[src/rtl/twi_pm_pkg.sv]
package twi_pm_pkg;
  localparam int BYTE_W     = 8;
  localparam int ADDR_W     = 8;
  localparam int IDX_W      = 3;
  localparam int PAGE_W     = ADDR_W - IDX_W;
  localparam int PAGE_BYTES = 1 << IDX_W;
  localparam int MEM_BYTES  = 1 << ADDR_W;
  localparam int BIT_W      = $clog2(BYTE_W);

  localparam logic [5:0] DEV_TAG_DEF = 6'b101000;

  typedef enum logic [3:0] {
    ST_IDLE,
    ST_DEV,
    ST_DEV_ACK,
    ST_MADDR,
    ST_MADDR_ACK,
    ST_WDATA,
    ST_WDATA_ACK,
    ST_TX,
    ST_MACK
  } slv_state_e;
endpackage

[src/rtl/twi_line_sync.sv]
module twi_line_sync #(
  parameter int STAGES = 2
) (
  input  logic clk,
  input  logic rst_n,
  input  logic scl_i,
  input  logic sda_i,
  output logic sda_lvl,
  output logic scl_rise,
  output logic scl_fall,
  output logic start_ev,
  output logic stop_ev
);
  logic [STAGES-1:0] scl_pipe, sda_pipe;
  logic scl_q, sda_q, scl_s;

  always_ff @(posedge clk or negedge rst_n) begin
    if (!rst_n) begin
      scl_pipe <= '1;
      sda_pipe <= '1;
      scl_q    <= 1'b1;
      sda_q    <= 1'b1;
    end else begin
      scl_pipe <= {scl_pipe[STAGES-2:0], scl_i};
      sda_pipe <= {sda_pipe[STAGES-2:0], sda_i};
      scl_q    <= scl_pipe[STAGES-1];
      sda_q    <= sda_pipe[STAGES-1];
    end
  end

  assign scl_s    = scl_pipe[STAGES-1];
  assign sda_lvl  = sda_pipe[STAGES-1];
  assign scl_rise = scl_s & ~scl_q;
  assign scl_fall = ~scl_s & scl_q;
  // SCL steady high on both samples while SDA moves marks a bus condition
  assign start_ev = scl_s & scl_q & sda_q & ~sda_lvl;
  assign stop_ev  = scl_s & scl_q & ~sda_q & sda_lvl;
endmodule

[src/rtl/twi_slave_fsm.sv]
module twi_slave_fsm
  import twi_pm_pkg::*;
#(
  parameter logic [5:0] DEV_TAG = DEV_TAG_DEF
) (
  input  logic              clk,
  input  logic              rst_n,
  input  logic              sda_lvl,
  input  logic              scl_rise,
  input  logic              scl_fall,
  input  logic              start_ev,
  input  logic              stop_ev,
  input  logic              strap,
  input  logic              wp,
  input  logic              busy,
  input  logic [BYTE_W-1:0] rd_data,
  output logic              ld_en,
  output logic [PAGE_W-1:0] ld_page,
  output logic              wr_en,
  output logic [IDX_W-1:0]  wr_idx,
  output logic [BYTE_W-1:0] wr_data,
  output logic [IDX_W-1:0]  rd_idx,
  output logic              commit_req,
  output logic [PAGE_W-1:0] commit_page,
  output logic              sda_oe
);
  localparam logic [BIT_W-1:0] LAST_BIT = BIT_W'(BYTE_W - 1);
  localparam logic [IDX_W-1:0] LAST_IDX = IDX_W'(PAGE_BYTES - 1);

  slv_state_e        state;
  logic [BIT_W-1:0]  bitcnt;
  logic [BYTE_W-2:0] rxsh;
  logic [BYTE_W-1:0] txsh;
  logic [BYTE_W-1:0] rx_byte;
  logic [ADDR_W-1:0] ptr, ptr_next;
  logic ack_drv, rd_mode, mack_ok, dirty;

  assign rx_byte  = {rxsh, sda_lvl};
  assign ptr_next = ptr + 1'b1;
  assign rd_idx   = ptr[IDX_W-1:0];
  assign sda_oe   = ack_drv | ((state == ST_TX) & ~txsh[BYTE_W-1]);

  always_ff @(posedge clk or negedge rst_n) begin
    if (!rst_n) begin
      state       <= ST_IDLE;
      bitcnt      <= '0;
      rxsh        <= '0;
      txsh        <= '0;
      ack_drv     <= 1'b0;
      rd_mode     <= 1'b0;
      mack_ok     <= 1'b0;
      dirty       <= 1'b0;
      ptr         <= '0;
      ld_en       <= 1'b0;
      ld_page     <= '0;
      wr_en       <= 1'b0;
      wr_idx      <= '0;
      wr_data     <= '0;
      commit_req  <= 1'b0;
      commit_page <= '0;
    end else begin
      ld_en      <= 1'b0;
      wr_en      <= 1'b0;
      commit_req <= 1'b0;
      if (busy) begin
        state   <= ST_IDLE;
        ack_drv <= 1'b0;
      end else if (start_ev) begin
        state   <= ST_DEV;
        bitcnt  <= '0;
        ack_drv <= 1'b0;
        dirty   <= 1'b0;
      end else if (stop_ev) begin
        state   <= ST_IDLE;
        ack_drv <= 1'b0;
        dirty   <= 1'b0;
        if (dirty && !wp) begin
          commit_req  <= 1'b1;
          commit_page <= ptr[ADDR_W-1:IDX_W];
        end
      end else begin
        unique case (state)
          ST_DEV, ST_MADDR, ST_WDATA: begin
            if (scl_rise) begin
              rxsh   <= rx_byte[BYTE_W-2:0];
              bitcnt <= bitcnt + 1'b1;
              if (bitcnt == LAST_BIT) begin
                if (state == ST_DEV) begin
                  if (rx_byte[BYTE_W-1:1] == {DEV_TAG, strap}) begin
                    rd_mode <= rx_byte[0];
                    state   <= ST_DEV_ACK;
                    if (rx_byte[0]) begin
                      ld_en   <= 1'b1;
                      ld_page <= ptr[ADDR_W-1:IDX_W];
                    end
                  end else begin
                    state <= ST_IDLE;
                  end
                end else if (state == ST_MADDR) begin
                  ptr     <= rx_byte;
                  ld_en   <= 1'b1;
                  ld_page <= rx_byte[ADDR_W-1:IDX_W];
                  state   <= ST_MADDR_ACK;
                end else begin
                  wr_en               <= 1'b1;
                  wr_idx              <= ptr[IDX_W-1:0];
                  wr_data             <= rx_byte;
                  ptr[IDX_W-1:0]      <= ptr[IDX_W-1:0] + 1'b1;
                  dirty               <= 1'b1;
                  state               <= ST_WDATA_ACK;
                end
              end
            end
          end
          ST_DEV_ACK, ST_MADDR_ACK, ST_WDATA_ACK: begin
            if (scl_fall) begin
              if (!ack_drv) begin
                ack_drv <= 1'b1;
              end else begin
                ack_drv <= 1'b0;
                bitcnt  <= '0;
                if (state == ST_DEV_ACK) begin
                  if (rd_mode) begin
                    state <= ST_TX;
                    txsh  <= rd_data;
                  end else begin
                    state <= ST_MADDR;
                  end
                end else begin
                  state <= ST_WDATA;
                end
              end
            end
          end
          ST_TX: begin
            if (scl_rise) bitcnt <= bitcnt + 1'b1;
            if (scl_fall) begin
              if (bitcnt == '0) state <= ST_MACK;
              else              txsh  <= {txsh[BYTE_W-2:0], 1'b0};
            end
          end
          ST_MACK: begin
            if (scl_rise) begin
              mack_ok <= ~sda_lvl;
              ptr     <= ptr_next;
              if (ptr[IDX_W-1:0] == LAST_IDX) begin
                ld_en   <= 1'b1;
                ld_page <= ptr_next[ADDR_W-1:IDX_W];
              end
            end
            if (scl_fall) begin
              if (mack_ok) begin
                state  <= ST_TX;
                txsh   <= rd_data;
                bitcnt <= '0;
              end else begin
                state <= ST_IDLE;
              end
            end
          end
          default: ;
        endcase
      end
    end
  end

  // the line driver only moves after SCL falls or on a bus/commit event
  assert_sda_moves_on_low_R2: assert property (@(posedge clk) disable iff (!rst_n)
    (sda_oe != $past(sda_oe)) |-> $past(scl_fall || start_ev || stop_ev || busy));

  // a commit request is only raised when protection was low
  assert_commit_needs_wp_low_R8: assert property (@(posedge clk) disable iff (!rst_n)
    commit_req |-> $past(!wp));
endmodule

[src/rtl/page_shadow_mem.sv]
module page_shadow_mem
  import twi_pm_pkg::*;
#(
  parameter int                WRITE_CYCLES = 100,
  parameter logic [ADDR_W-1:0] TAP_A_ADDR   = 8'hF8,
  parameter logic [ADDR_W-1:0] TAP_B_ADDR   = 8'hF9,
  parameter logic [ADDR_W-1:0] TAP_C_ADDR   = 8'hFA
) (
  input  logic                   clk,
  input  logic                   rst_n,
  input  logic                   ld_en,
  input  logic [PAGE_W-1:0]      ld_page,
  input  logic                   wr_en,
  input  logic [IDX_W-1:0]       wr_idx,
  input  logic [BYTE_W-1:0]      wr_data,
  input  logic [IDX_W-1:0]       rd_idx,
  input  logic                   commit_req,
  input  logic [PAGE_W-1:0]      commit_page,
  output logic [BYTE_W-1:0]      rd_data,
  output logic                   busy,
  output logic [BYTE_W-1:0]      raw_full,
  output logic [1:0][BYTE_W-2:0] raw_lim
);
  localparam int CNT_W = (WRITE_CYCLES > 2) ? $clog2(WRITE_CYCLES) : 1;
  localparam logic [CNT_W-1:0] CNT_LAST = CNT_W'(WRITE_CYCLES - 1);

  logic [BYTE_W-1:0] arr    [MEM_BYTES];
  logic [BYTE_W-1:0] shadow [PAGE_BYTES];
  logic [CNT_W-1:0]  cnt;
  logic [PAGE_W-1:0] cpage;

  always_ff @(posedge clk or negedge rst_n) begin
    if (!rst_n) begin
      for (int i = 0; i < MEM_BYTES; i++) arr[i] <= '0;
      for (int j = 0; j < PAGE_BYTES; j++) shadow[j] <= '0;
      busy  <= 1'b0;
      cnt   <= '0;
      cpage <= '0;
    end else begin
      if (ld_en) begin
        for (int j = 0; j < PAGE_BYTES; j++)
          shadow[j] <= arr[{ld_page, IDX_W'(j)}];
      end else if (wr_en) begin
        shadow[wr_idx] <= wr_data;
      end
      if (commit_req) begin
        busy  <= 1'b1;
        cnt   <= '0;
        cpage <= commit_page;
      end else if (busy) begin
        if (cnt == CNT_LAST) begin
          busy <= 1'b0;
          for (int j = 0; j < PAGE_BYTES; j++)
            arr[{cpage, IDX_W'(j)}] <= shadow[j];
        end else begin
          cnt <= cnt + 1'b1;
        end
      end
    end
  end

  assign rd_data    = shadow[rd_idx];
  assign raw_full   = arr[TAP_A_ADDR];
  assign raw_lim[0] = arr[TAP_B_ADDR][BYTE_W-2:0];
  assign raw_lim[1] = arr[TAP_C_ADDR][BYTE_W-2:0];

  // no second commit can be requested while one is running
  assert_no_commit_overlap_R7: assert property (@(posedge clk) disable iff (!rst_n)
    commit_req |-> !busy);
endmodule

[src/rtl/tap_limit.sv]
module tap_limit #(
  parameter int CHANNELS   = 2,
  parameter int CODE_W     = 7,
  parameter int FINE_STEPS = 100
) (
  input  logic [CHANNELS-1:0][CODE_W-1:0] raw,
  output logic [CHANNELS-1:0][CODE_W-1:0] tap
);
  localparam logic [CODE_W-1:0] TOP_CODE = CODE_W'(FINE_STEPS - 1);

  for (genvar g = 0; g < CHANNELS; g++) begin : g_ch
    assign tap[g] = (raw[g] > TOP_CODE) ? TOP_CODE : raw[g];
  end
endmodule

[src/rtl/twi_page_mem.sv]
module twi_page_mem
  import twi_pm_pkg::*;
#(
  parameter int WRITE_CYCLES = 100,
  parameter int SYNC_STAGES  = 2,
  parameter int FINE_STEPS   = 100
) (
  input  logic       clk,
  input  logic       rst_n,
  input  logic       scl_i,
  input  logic       sda_i,
  output logic       sda_oe,
  input  logic       addr_strap,
  input  logic       wp_i,
  output logic       busy,
  output logic [7:0] tap_a,
  output logic [6:0] tap_b,
  output logic [6:0] tap_c
);
  logic sda_lvl, scl_rise, scl_fall, start_ev, stop_ev;
  logic ld_en, wr_en, commit_req;
  logic [PAGE_W-1:0] ld_page, commit_page;
  logic [IDX_W-1:0]  wr_idx, rd_idx;
  logic [BYTE_W-1:0] wr_data, rd_data, raw_full;
  logic [1:0][BYTE_W-2:0] raw_lim, lim_tap;

  twi_line_sync #(.STAGES(SYNC_STAGES)) u_sync (
    .clk(clk), .rst_n(rst_n), .scl_i(scl_i), .sda_i(sda_i),
    .sda_lvl(sda_lvl), .scl_rise(scl_rise), .scl_fall(scl_fall),
    .start_ev(start_ev), .stop_ev(stop_ev)
  );

  twi_slave_fsm u_fsm (
    .clk(clk), .rst_n(rst_n), .sda_lvl(sda_lvl), .scl_rise(scl_rise),
    .scl_fall(scl_fall), .start_ev(start_ev), .stop_ev(stop_ev),
    .strap(addr_strap), .wp(wp_i), .busy(busy), .rd_data(rd_data),
    .ld_en(ld_en), .ld_page(ld_page), .wr_en(wr_en), .wr_idx(wr_idx),
    .wr_data(wr_data), .rd_idx(rd_idx), .commit_req(commit_req),
    .commit_page(commit_page), .sda_oe(sda_oe)
  );

  page_shadow_mem #(.WRITE_CYCLES(WRITE_CYCLES)) u_mem (
    .clk(clk), .rst_n(rst_n), .ld_en(ld_en), .ld_page(ld_page),
    .wr_en(wr_en), .wr_idx(wr_idx), .wr_data(wr_data), .rd_idx(rd_idx),
    .commit_req(commit_req), .commit_page(commit_page), .rd_data(rd_data),
    .busy(busy), .raw_full(raw_full), .raw_lim(raw_lim)
  );

  tap_limit #(.CHANNELS(2), .CODE_W(BYTE_W-1), .FINE_STEPS(FINE_STEPS)) u_tap (
    .raw(raw_lim), .tap(lim_tap)
  );

  assign tap_a = raw_full;
  assign tap_b = lim_tap[0];
  assign tap_c = lim_tap[1];

  // the slave stays off the line for the whole commit
  assert_quiet_when_busy_R7: assert property (@(posedge clk) disable iff (!rst_n)
    busy |-> !sda_oe);

  // tap outputs only move in the cycle the commit completes
  assert_taps_move_at_commit_end_R5: assert property (@(posedge clk) disable iff (!rst_n)
    !$fell(busy) |-> ($stable(tap_a) && $stable(tap_b) && $stable(tap_c)));
endmodule

[config.mk]
export PLATFORM = sky130hd
export DESIGN_NAME = twi_page_mem
export DESIGN_NICKNAME = d
export VERILOG_FILES = /design/src/rtl/twi_pm_pkg.sv /design/src/rtl/twi_line_sync.sv /design/src/rtl/twi_slave_fsm.sv /design/src/rtl/page_shadow_mem.sv /design/src/rtl/tap_limit.sv /design/src/rtl/twi_page_mem.sv
export SDC_FILE = /design/constraint.sdc
export NUM_CORES = 2
export LEC_CHECK = 0
export BUFFER_PORTS_ARGS = -buffer_cell sky130_fd_sc_hd__clkbuf_2
export CAP_MARGIN = 15
export CORE_ASPECT_RATIO = 1.25
export CORE_UTILIZATION = 45
export DETAILED_ROUTE_END_ITERATION = 10
export MAX_ROUTING_LAYER = met4
export SLEW_MARGIN = 20
export SYNTH_ARGS = -nofsm -noshare
export SYNTH_HDL_FRONTEND = slang
export SYNTH_HIERARCHICAL = 1
export SYNTH_SLANG_ARGS = --single-unit
export TNS_END_PERCENT = 100
[constraint.sdc]
create_clock -name clk -period 6.6 [get_ports clk]
set_input_delay 0 -clock clk [delete_from_list [all_inputs] [get_ports clk]]
set_output_delay 0 -clock clk [all_outputs]
set_load 0.1 [all_outputs]
==> reports/results.tsv <==
metric	value	unit
status	finished, violations left	
violations	DRC	
remaining_drc_errors	16	
finalSetupViolCount	0	
synth.area.top_cells	dfrtp_1, mux2_2, mux4_2	
syn_area_per_cell	15.2	um2
drive_above_1_share	48.9	%
synth_xor_area_share	0.0526	%
path_class	register to register	
yosysTopAreaCellShare	54.7	%
utilization	50.1	%
p_clk_share	46.4	%
ys_async_sr_fraction	100	%
first_iter_violations	4590	
clkTransAtPathRegs	0.06	ns
cts_tree	yes	
worstPathArrival	4.69	ns
synth_top_family_by_area	multiplexers	
area_growth	10.8	%
portBuffers	29	
max-cap-violations	0	
netlist_area	99900	um2
grt_use_total	27.5	%
clock_latency	0.90	ns
root_buffer	clkbuf_16	
syn_inst	6593	
timing.final.crit_share	60.2	%
power_frac_comb	4.4	%
final_cell_mix	dfrtp_1, mux2_2, mux4_2	
grt_pass1_vias	61261	
clk_path_buf_depth	4	
crit_chain	and4bb_1, nand3_1, or3_1, nor2_4, buf_4, buf_4, mux2_2	
dieWidth	424	um
cp.required	7.32	ns
max_freq	251	MHz
final_nets	6414	
grt_pass1_wl	441000	um
fin_crit	3.98	ns
die-area	224000	um2
dp_cells	9089	
wl_per_cell	31.1	um
finalHoldViolCount	0	
synth_mux_area_share	36.6	%
regToRegSetupSlack	2.62	ns
synth-simple-area-share	2.59	%
rsz0062_at_grt	no	
h-tree-depth	4	
die_y	529	um
ys.flop_type	dfrtp_1	
synth_edf_count	0	
synth_seq_area_share	54.8	%
crit_fanout	34	
power_per_cell_area	251	nW/um2
row_count	193	
drv_slew	0	
grt_max_degree	166	
worst_path_most_repeated_cell	buf_4	
worst_slew_pin_slew	1.25	ns
core	221000	um2
hold_path.class	input pin to register	
p_switching	6.45	mW
max_stage_delay	0.75	ns
first_pass_iters	8	
wirelength	296000	um
post-dp-hpwl	171000	um
antenna_found_initial	11	
cts_num_sinks	2189	
synth_area_leader_cell	dfrtp_1	
end_kind	register	
synth_cell_types	82	
tns	0	ns
cts-buffers-inserted	226	
cpMaxStageDelayCell	buf_4	
max_slew_margin	14.2	%
synth_compound_area_share	2.99	%
overflow	0	
gp_congestion	0.807	
ios	30	
ir_worst_vdd	0.201	mV
leakagePower	54.4	nW
routed-via-count	58345	
final_common_cell	dfrtp_1	
switching_share	23.2	%
start_util	45.2	%
synthAdderAreaFrac	0.0751	%
yosys_warnings	6	
p_total	27.8	mW
syn_nets	6605	
skew	0.0732	ns
crit_path_start_kind	register	
ys_seq_elements	2189	
fin_cells	9513	
p_seq_share	49.2	%
ant_nets	0	
p_int	21.3	mW
avgViaCountPerCell	6.13	
## logic make-up (layout without fill, tap and decap cells)
group | Yosys count | count (layout)
compound gates | 432 | 432
xor+xnor | 6 | 6
fa+ha+maj | 6 | 6
buf+inv | 664 | 653
flops | 2189 | 2189
mux | 2791 | 2791
other cells | 0 | 6
simple gates | 505 | 505
## critical path, delay by kind of cell, from the launching register on
kind,cells,cell delay [ns]
mux,1,0.41
buf+inv,2,1.37
simple gates,4,1.47
flops,1,0.55
## power groups by stage
stage | registers [mW] | logic (mW) | clock network [mW]
CTS | 13.6 | 1.24 | 13.2
finish | 13.7 | 1.22 | 12.9
floorplan | 13.8 | 0.696 | 0
global route | 13.7 | 1.33 | 13.7
detailed placement | 13.9 | 1.23 | 0
global placement | 13.9 | 1.22 | 0
## path summary, 6_finish.rpt
path                                               from                               end  cells after the start
max reg2reg                  u_fsm/commit_req$_DFF_PN0_       u_mem/arr[1739]$_DFFE_PN0P_                      7
max                          u_fsm/commit_req$_DFF_PN0_       u_mem/arr[1739]$_DFFE_PN0P_                      7
max in group asynchronous                         rst_n        u_mem/arr[426]$_DFFE_PN0P_                      5
min reg2reg                u_sync/sda_pipe[0]$_DFF_PN1_      u_sync/sda_pipe[1]$_DFF_PN1_                      0
min in group asynchronous                         rst_n        u_mem/arr[827]$_DFFE_PN0P_                      4
min                                                wp_i  u_fsm/commit_page[2]$_DFFE_PN0P_                      6
## registers in the layout (all words and copies together), names as in the netlist, 2 cells and up
signal and flops:
u_mem/arr 2026, u_mem/shadow 64, u_mem/raw_lim 14, u_fsm/ptr 8, u_fsm/txsh 8, u_fsm/wr_data 8
u_mem/raw_full 8, u_fsm/rxsh 7, u_mem/cnt 7, u_fsm/commit_page 5, u_fsm/ld_page 5, u_mem/cpage 5
u_fsm/state 4, u_fsm/bitcnt 3, u_fsm/wr_idx 3, u_sync/scl_pipe 2, u_sync/sda_pipe 2
## Yosys cell counts, types with 10 or more instances
library cell,number
dfrtp_1,2183
mux2_2,2080
mux4_2,475
clkbuf_1,377
buf_2,198
mux2i_1,171
nand2_1,134
nor2_1,118
a21oi_1,87
mux2_1,65
nor2b_1,54
o21ai_0,53
o22ai_1,52
nor3_1,51
a22oi_1,45
a211oi_1,41
buf_4,37
buf_1,33
nand2b_1,25
o211ai_1,25
a31oi_1,24
nand3_1,24
inv_1,17
a2111oi_0,15
a22o_1,13
nand4_1,12
o221ai_1,12
and2_1,10
## per-layer routing
| layer | track usage (%) | up-vias | wire length [um] |
|---|---|---|---|
| li1 | - | 24044 | - |
| met2 | 44.5 | 1444 | 146000 |
| met3 | 3.33 | 565 | 12500 |
| met5 | - | - | 0 |
| met4 | 9.65 | 0 | 11400 |
| met1 | 36.0 | 32292 | 126000 |
## cell type report
class | instances | area [um2]
repair buffers | 228 | 2190
fillers | 18595 | 110000
well taps | 2925 | 3660
diodes | 6 | 15.0
clock inverters | 60 | 658
flip-flops and latches | 2189 | 54800
multi-input cells | 3740 | 42600
inverters | 17 | 63.8
clock buffers | 348 | 6780
## through the flow
stage	hold slack [ns]	setup WS, ns	instance area, um2
floorplan	-0.296	3.55	99900
global placement	0.0905	2.67	103000
detailed placement	0.0889	2.65	103000
CTS	0.172	2.65	111000
global route	0.296	2.55	111000
finish	0.210	2.62	111000
## what timing repair did
item	4_1_cts	5_1_grt
hold buffers	9	0
endpoints found under the setup margin	0	0
hold endpoints to repair	1102	0
setup buffers	0	0
resized for setup	0	0
Note: power is estimated with default switching activity, not from simulation.
